### src/rtl/inj_pkg.sv
package inj_pkg;
   localparam int U_OPW = 4;
   localparam int U_RW  = 4;
   localparam int AUXW  = 4;
   localparam int X_OPW = 6;
   localparam int X_RW  = 6;
   localparam int UW    = U_OPW + 2 * U_RW + AUXW;
   localparam int XW    = X_OPW + 2 * X_RW + AUXW;
   localparam int IMMW  = X_RW + AUXW;

   typedef logic [X_OPW-1:0] xop_t;
   typedef logic [X_RW-1:0]  xreg_t;
   typedef logic [XW-1:0]    xword_t;

   localparam xop_t OP_MOV  = 6'h20;
   localparam xop_t OP_AND  = 6'h21;
   localparam xop_t OP_LDHI = 6'h22;
   localparam xop_t OP_ORLO = 6'h23;
   localparam xop_t OP_NOP  = 6'h3E;

   localparam xreg_t R_PSR  = 6'd32;
   localparam xreg_t R_PC   = 6'd33;
   localparam xreg_t R_EPC  = 6'd34;
   localparam xreg_t R_SPSR = 6'd35;
   localparam xreg_t R_TMP  = 6'd36;
   localparam xreg_t R_IVEC = 6'd37;
   localparam xreg_t R_TVEC = 6'd38;

   function automatic xword_t enc_rr(input xop_t op, input xreg_t dst, input xreg_t src);
      return {op, dst, src, {AUXW{1'b0}}};
   endfunction

   function automatic xword_t enc_ri(input xop_t op, input xreg_t dst, input logic [7:0] imm);
      return {op, dst, IMMW'(imm)};
   endfunction

   // {last, word}; slot k holds the sequence for event k
   function automatic logic [XW:0] rom_entry(input int addr, input int slot);
      int     evt;
      int     idx;
      xword_t w;
      logic   last;
      evt  = addr / slot;
      idx  = addr % slot;
      w    = {OP_NOP, {(XW-X_OPW){1'b0}}};
      last = 1'b1;
      case (evt)
         0: case (idx)
               0: begin w = enc_rr(OP_MOV, R_SPSR, R_PSR);  last = 1'b0; end
               1: begin w = enc_rr(OP_MOV, R_EPC, R_PC);    last = 1'b0; end
               2: begin w = enc_ri(OP_LDHI, R_TMP, 8'hFF);  last = 1'b0; end
               3: begin w = enc_ri(OP_ORLO, R_TMP, 8'h7F);  last = 1'b0; end
               4: begin w = enc_rr(OP_AND, R_PSR, R_TMP);   last = 1'b0; end
               5: begin w = enc_rr(OP_MOV, R_PC, R_IVEC);   last = 1'b1; end
               default: ;
            endcase
         1: case (idx)
               0: begin w = enc_rr(OP_MOV, R_SPSR, R_PSR);  last = 1'b0; end
               1: begin w = enc_rr(OP_MOV, R_EPC, R_PC);    last = 1'b0; end
               2: begin w = enc_rr(OP_MOV, R_PC, R_TVEC);   last = 1'b1; end
               default: ;
            endcase
         2: case (idx)
               0: begin w = enc_rr(OP_MOV, R_PSR, R_SPSR);  last = 1'b0; end
               1: begin w = enc_rr(OP_MOV, R_PC, R_EPC);    last = 1'b1; end
               default: ;
            endcase
         default: ;
      endcase
      return {last, w};
   endfunction
endpackage

### src/rtl/inj_widen.sv
module inj_widen
   import inj_pkg::*;
(
   input  logic [UW-1:0] uin,
   output xword_t        xout
);
   localparam int OP_LSB = UW - U_OPW;
   localparam int RA_LSB = OP_LSB - U_RW;
   localparam int RB_LSB = RA_LSB - U_RW;
   localparam int OPX    = X_OPW - U_OPW;
   localparam int RX     = X_RW - U_RW;

   assign xout = {{OPX{1'b0}}, uin[OP_LSB +: U_OPW],
                  {RX{1'b0}},  uin[RA_LSB +: U_RW],
                  {RX{1'b0}},  uin[RB_LSB +: U_RW],
                  uin[AUXW-1:0]};
endmodule

### src/rtl/inj_seq_rom.sv
module inj_seq_rom
   import inj_pkg::*;
#(
   parameter int DEPTH      = 32,
   parameter int SLOT_WORDS = 8,
   localparam int AW        = $clog2(DEPTH)
)(
   input  logic [AW-1:0] addr,
   output xword_t        word,
   output logic          last
);
   logic [XW:0] mem [DEPTH];

   for (genvar a = 0; a < DEPTH; a++) begin : g_row
      assign mem[a] = rom_entry(a, SLOT_WORDS);
   end

   assign word = mem[addr][XW-1:0];
   assign last = mem[addr][XW];
endmodule

### src/rtl/inj_req_arbiter.sv
module inj_req_arbiter #(
   parameter int N  = 3,
   localparam int EW = (N > 1) ? $clog2(N) : 1
)(
   input  logic          clk,
   input  logic          rst_n,
   input  logic [N-1:0]  req,
   output logic [N-1:0]  grant,
   output logic [EW-1:0] sel,
   output logic          any
);
   always_comb begin
      grant = '0;
      sel   = '0;
      for (int i = N - 1; i >= 0; i--) begin
         if (req[i]) begin
            grant    = '0;
            grant[i] = 1'b1;
            sel      = EW'(i);
         end
      end
   end

   assign any = |req;

   assert_grant_onehot_R6: assert property (@(posedge clk) disable iff (!rst_n)
      $onehot0(grant) && ((grant & ~req) == '0));
   assert_index0_first_R6: assert property (@(posedge clk) disable iff (!rst_n)
      req[0] |-> grant[0]);
endmodule

### src/rtl/inj_seq_ctrl.sv
module inj_seq_ctrl #(
   parameter int NUM_EVT    = 3,
   parameter int ROM_DEPTH  = 32,
   parameter int SLOT_WORDS = 8,
   localparam int AW        = $clog2(ROM_DEPTH),
   localparam int EW        = (NUM_EVT > 1) ? $clog2(NUM_EVT) : 1
)(
   input  logic               clk,
   input  logic               rst_n,
   input  logic [NUM_EVT-1:0] evt_req,
   input  logic               rom_last,
   output logic [AW-1:0]      rom_addr,
   output logic               rom_sel
);
   logic               active;
   logic [AW-1:0]      ptr;
   logic [NUM_EVT-1:0] pending;
   logic [NUM_EVT-1:0] req_vec;
   logic [NUM_EVT-1:0] grant;
   logic [EW-1:0]      sel;
   logic               any;
   logic               start;

   assign req_vec = pending | evt_req;

   inj_req_arbiter #(.N(NUM_EVT)) u_arb (
      .clk(clk), .rst_n(rst_n), .req(req_vec),
      .grant(grant), .sel(sel), .any(any)
   );

   assign start    = !active && any;
   assign rom_sel  = active || start;
   assign rom_addr = active ? ptr : AW'(int'(sel) * SLOT_WORDS);

   always_ff @(posedge clk) begin
      if (!rst_n) begin
         active  <= 1'b0;
         ptr     <= '0;
         pending <= '0;
      end else begin
         pending <= start ? (req_vec & ~grant) : req_vec;
         if (rom_sel && !rom_last) begin
            active <= 1'b1;
            ptr    <= rom_addr + AW'(1);
         end else begin
            active <= 1'b0;
         end
      end
   end

   assert_seq_contiguous_R7: assert property (@(posedge clk) disable iff (!rst_n)
      (rom_sel && !rom_last) |=> (rom_sel && rom_addr == $past(rom_addr) + AW'(1)));
   assert_end_releases_R5: assert property (@(posedge clk) disable iff (!rst_n)
      (rom_sel && rom_last) |=> !active);
endmodule

### src/rtl/seq_inject_unit.sv
module seq_inject_unit
   import inj_pkg::*;
#(
   parameter int NUM_EVT    = 3,
   parameter int ROM_DEPTH  = 32,
   parameter int SLOT_WORDS = 8
)(
   input  logic               clk,
   input  logic               rst_n,
   input  logic [UW-1:0]      fetch_instr,
   input  logic               fetch_valid,
   input  logic [NUM_EVT-1:0] evt_req,
   output logic               fetch_stall,
   output logic               seq_busy,
   output logic [XW-1:0]      dec_word,
   output logic               dec_valid
);
   localparam int AW = $clog2(ROM_DEPTH);

   if (ROM_DEPTH < 32 || ROM_DEPTH > 64) begin : g_bad_depth
      $error("ROM_DEPTH must lie in 32..64");
   end
   if (SLOT_WORDS < 6) begin : g_bad_slot
      $error("SLOT_WORDS too small for the interrupt-entry sequence");
   end
   if (NUM_EVT * SLOT_WORDS > ROM_DEPTH) begin : g_bad_fit
      $error("event slots exceed ROM_DEPTH");
   end

   logic [AW-1:0] rom_addr;
   logic          rom_sel;
   logic          rom_last;
   xword_t        rom_word;
   xword_t        user_word;
   logic [UW-1:0] hold_instr;
   logic          hold_valid;
   logic [UW-1:0] user_src;

   inj_seq_ctrl #(.NUM_EVT(NUM_EVT), .ROM_DEPTH(ROM_DEPTH), .SLOT_WORDS(SLOT_WORDS)) u_ctrl (
      .clk(clk), .rst_n(rst_n), .evt_req(evt_req),
      .rom_last(rom_last), .rom_addr(rom_addr), .rom_sel(rom_sel)
   );

   inj_seq_rom #(.DEPTH(ROM_DEPTH), .SLOT_WORDS(SLOT_WORDS)) u_rom (
      .addr(rom_addr), .word(rom_word), .last(rom_last)
   );

   assign user_src = hold_valid ? hold_instr : fetch_instr;

   inj_widen u_widen (.uin(user_src), .xout(user_word));

   assign dec_word    = rom_sel ? rom_word : user_word;
   assign dec_valid   = rom_sel || hold_valid || fetch_valid;
   assign fetch_stall = rom_sel;
   assign seq_busy    = rom_sel || hold_valid;

   always_ff @(posedge clk) begin
      if (!rst_n) begin
         hold_valid <= 1'b0;
         hold_instr <= '0;
      end else if (rom_sel && fetch_valid) begin
         hold_valid <= 1'b1;
         hold_instr <= fetch_instr;
      end else if (!rom_sel) begin
         hold_valid <= 1'b0;
      end
   end

   assert_user_zero_ext_R2: assert property (@(posedge clk) disable iff (!rst_n)
      (dec_valid && !fetch_stall) |->
         (dec_word[21:20] == 2'b00 && dec_word[15:14] == 2'b00 && dec_word[9:8] == 2'b00));
   assert_displaced_kept_R9: assert property (@(posedge clk) disable iff (!rst_n)
      (fetch_stall && fetch_valid) |=> hold_valid);
   assert_hold_drains_R9: assert property (@(posedge clk) disable iff (!rst_n)
      (hold_valid && !fetch_stall) |=> !hold_valid);
endmodule

### config.mk
export PLATFORM = sky130hd
export DESIGN_NAME = seq_inject_unit
export DESIGN_NICKNAME = d
export VERILOG_FILES = /design/src/rtl/inj_pkg.sv /design/src/rtl/inj_widen.sv /design/src/rtl/inj_seq_rom.sv /design/src/rtl/inj_req_arbiter.sv /design/src/rtl/inj_seq_ctrl.sv /design/src/rtl/seq_inject_unit.sv
export SDC_FILE = /design/constraint.sdc
export NUM_CORES = 1
export LEC_CHECK = 0
export BUFFER_PORTS_ARGS = -buffer_cell sky130_fd_sc_hd__buf_2
export CORE_AREA = 2 2 69 71
export DETAILED_ROUTE_END_ITERATION = 10
export DIE_AREA = 0 0 71 73
export PLACE_DENSITY = 0.7
export SLEW_MARGIN = 30
export SYNTH_ARGS = -nofsm -noshare
export SYNTH_HDL_FRONTEND = slang
export SYNTH_SLANG_ARGS = --single-unit
### constraint.sdc
create_clock -name clk -period 3.82 [get_ports clk]
set_input_delay 0.764 -clock clk [delete_from_list [all_inputs] [get_ports clk]]
set_output_delay 0.764 -clock clk [all_outputs]
set_load 0.02 [all_outputs]
==> results.json <==
{
  "cts_setup_buffers": 0,
  "synth_area_leader_cell": "dfxtp_1",
  "combPwrFrac_pct": 22.1,
  "ys_warn_count": 0,
  "drtIter0Drc": 156,
  "synth_seq_cells": 26,
  "dieHeight_um": 73,
  "dpl_cell_area_um2": 1930,
  "cts.path.max_buffers": 2,
  "p_int_w": 0.000489,
  "power.density_nw_per_um2": 348,
  "seqPwrFrac_pct": 44.7,
  "ir_drop_mv": 0.134,
  "ff2ff_path_depth": 7,
  "cts_buffers": 3,
  "maxSlewViolCount": 0,
  "period_share_pct": 86.3,
  "fin_tns_setup_ns": 0,
  "place.gp.congestion": 0.878,
  "p_clk_share_pct": 33.2,
  "rows": 25,
  "avgSynthCellArea_um2": 7.62,
  "path_clk_slew_ns": 0.10,
  "max_cap_violations": 0,
  "synth.distinct_cells": 46,
  "syn-instance-count": 225,
  "diodes": 0,
  "async_flop_share_pct": 0,
  "ctsHoldBuffers": 0,
  "wl_per_cell_um": 14.2,
  "place.detailed.hpwl_mm": 3.20,
  "path_max_fanout": 19,
  "hp-class": "register to register",
  "cts_tree": "built",
  "layout-area-overhead-vs-synth_pct": 16.8,
  "synth_flop_cell": "dfxtp_1",
  "tightest_slew_ns": 0.804,
  "power_w": 0.000697,
  "rsz0062_at_grt": "no",
  "clkSinkCount": 26,
  "ant_nets": 0,
  "synth_edf_count": 0,
  "grt_pass1_wl_mm": 7.17,
  "dr.pass1.iters": 4,
  "grt_antenna_before_repair": 0,
  "core_um2": 4540,
  "whs_path_depth": 2,
  "ys_seq_area_share_pct": 30.3,
  "root_buffer": "clkbuf_8",
  "hold_viol": 0,
  "leakagePower_nw": 0.871,
  "critical_path_arrival_ns": 2.53,
  "drive_gt1_share_pct": 22.4,
  "worstSetupStartpointType": "register",
  "yosys-top-cells-area": "dfxtp_1 30%, mux2i_1 11%, nand2_1 9.0%",
  "routed_wirelength_mm": 4.45,
  "die_area_um2": 5180,
  "fin_crit_ns": 3.30,
  "initial_core_util_pct": 37.8,
  "syn_area_um2": 1720,
  "cts_resized": 0,
  "required_ns": 3.06,
  "io_pins": 47,
  "crit_type": "register to output port",
  "yosys.area.top_type_share_pct": 30.3,
  "die_w_um": 71,
  "nets": 289,
  "setup_violations": 0,
  "first_global_vias": 1484,
  "vias_per_cell": 5.51,
  "port-buffer-count": 44,
  "insertion_delay_ns": 0.27,
  "outcome": "completed",
  "htree_levels": 1,
  "maxSlewHeadroom_pct": 46.3,
  "crit_path_end_kind": "output port",
  "drc_errors": 0,
  "grt_max_degree": 25,
  "num_vias": 1724,
  "grt-ovfl-total": 0,
  "grtUsageTotal_pct": 17.1,
  "swShare_pct": 29.8,
  "clock.fmax_ghz": 0.303,
  "fin_area_um2": 2000,
  "switchingPower_w": 0.000208,
  "finalClockSkew_ns": 0.00485
}
-- worst paths after layout --
path         slack, ns           from       endpoint
min               0.46  hold_instr[8]  hold_instr[8]
max               0.52  u_ctrl.active   dec_word[17]
min reg2reg       0.46  hold_instr[8]  hold_instr[8]
max reg2reg       1.10  u_ctrl.active  u_ctrl.ptr[0]
-- critical path, cell delays in order, from the launching register on --
cell and delay (ns):
dfxtp_1 0.74, nand2_1 0.34, inv_1 0.15, ha_1 0.21
inv_1 0.06, ha_1 0.22, o22ai_1 0.12, a21oi_1 0.10
a21oi_1 0.15, buf_2 0.18
-- final cells by class --
type / count / area, µm²
tap: 54 / 67.6
inverter: 7 / 26.3
sequential: 26 / 522
clock buffer: 3 / 41.3
fill: 473 / 2530
clock inverter: 1 / 30.0
multi-input combinational: 177 / 1090
timing repair buffer: 45 / 228
-- kinds of logic (layout without fill, tap and decap cells) --
family / Yosys count / after routing / synth area share, %
and+or+nand+nor: 80 / 80 / 21.8
other: 1 / 2 / 0.219
adders and majority gates: 8 / 8 / 5.69
xor gates and xnor gates: 2 / 2 / 1.02
muxes: 18 / 18 / 10.5
buffers and inverters: 23 / 56 / 6.42
DFF: 26 / 26 / 30.3
AOI/OAI and AO/OA: 67 / 67 / 24.0
-- state kept, by name (all words and copies together) (netlist names) --
name,cells
u_ctrl.ptr,5
u_ctrl.active,1
u_ctrl.pending,3
hold_instr,16
hold_valid,1
-- cell usage after synthesis (3+ instances only) --
cell type and number:
clkbuf_1 6, o21ai_1 13, mux2i_1 18, nor3_1 5, ha_1 7, o22ai_1 5, inv_1 6, buf_4 3
nand3_1 7, nand2_1 41, nor2_1 9, a21oi_1 27, buf_2 4, or2_1 3, dfxtp_1 26, o21ai_0 7
-- metal layers --
metal | track usage [%] | routed length (µm) | vias to the layer above
li1 | - | - | 861
met1 | 24.1 | 2050 | 796
met2 | 27.7 | 2100 | 60
met3 | 1.80 | 238 | 7
met4 | 5.24 | 63 | 0
met5 | 0 | 0 | -
-- power by group through the flow --
stage,clock (W),sequential [W],combinational (W)
floorplan,0,0.000302,0.000122
global placement,0,0.000317,0.000153
detailed placement,0,0.000318,0.000154
CTS,0.000237,0.000311,0.000155
global route,0.000247,0.000315,0.000170
finish,0.000232,0.000311,0.000154
-- stage by stage --
| step | utilization, % | setup slack (ns) | hold slack, ns | cells |
|---|---|---|---|---|
| after floorplan | - | 0.733 | 0.436 | 226 |
| after global placement | 42.6 | 0.646 | 0.441 | 309 |
| after detailed placement | 42.6 | 0.617 | 0.446 | 309 |
| after CTS | 44.2 | 0.544 | 0.460 | 313 |
| after global routing | 44.2 | 0.297 | 0.473 | 313 |
| final | 44.2 | 0.523 | 0.458 | 313 |
-- layout by cell type, fill, tap and decap left out, types with 2 or more instances in the layout --
| cell | Yosys | final |
|---|---|---|
| nand2_1 | 41 | 41 |
| ha_1 | 7 | 7 |
| nor2_1 | 9 | 9 |
| nand2_2 | 2 | 2 |
| xnor2_1 | 2 | 2 |
| inv_1 | 6 | 6 |
| nand3_1 | 7 | 7 |
| o22ai_1 | 5 | 5 |
| o21ai_1 | 13 | 13 |
| a32oi_1 | 2 | 2 |
| clkbuf_8 | 0 | 3 |
| or2_1 | 3 | 3 |
| nor3_1 | 5 | 5 |
| a211oi_1 | 2 | 2 |
| dfxtp_1 | 26 | 25 |
| nand4_1 | 2 | 2 |
| buf_2 | 4 | 44 |
| conb_1 | 1 | 2 |
| o21ai_0 | 7 | 7 |
| and2_1 | 2 | 2 |
| mux2i_1 | 18 | 18 |
| and3_1 | 2 | 2 |
| a21oi_1 | 27 | 27 |
(Power assumes the default switching activity.)
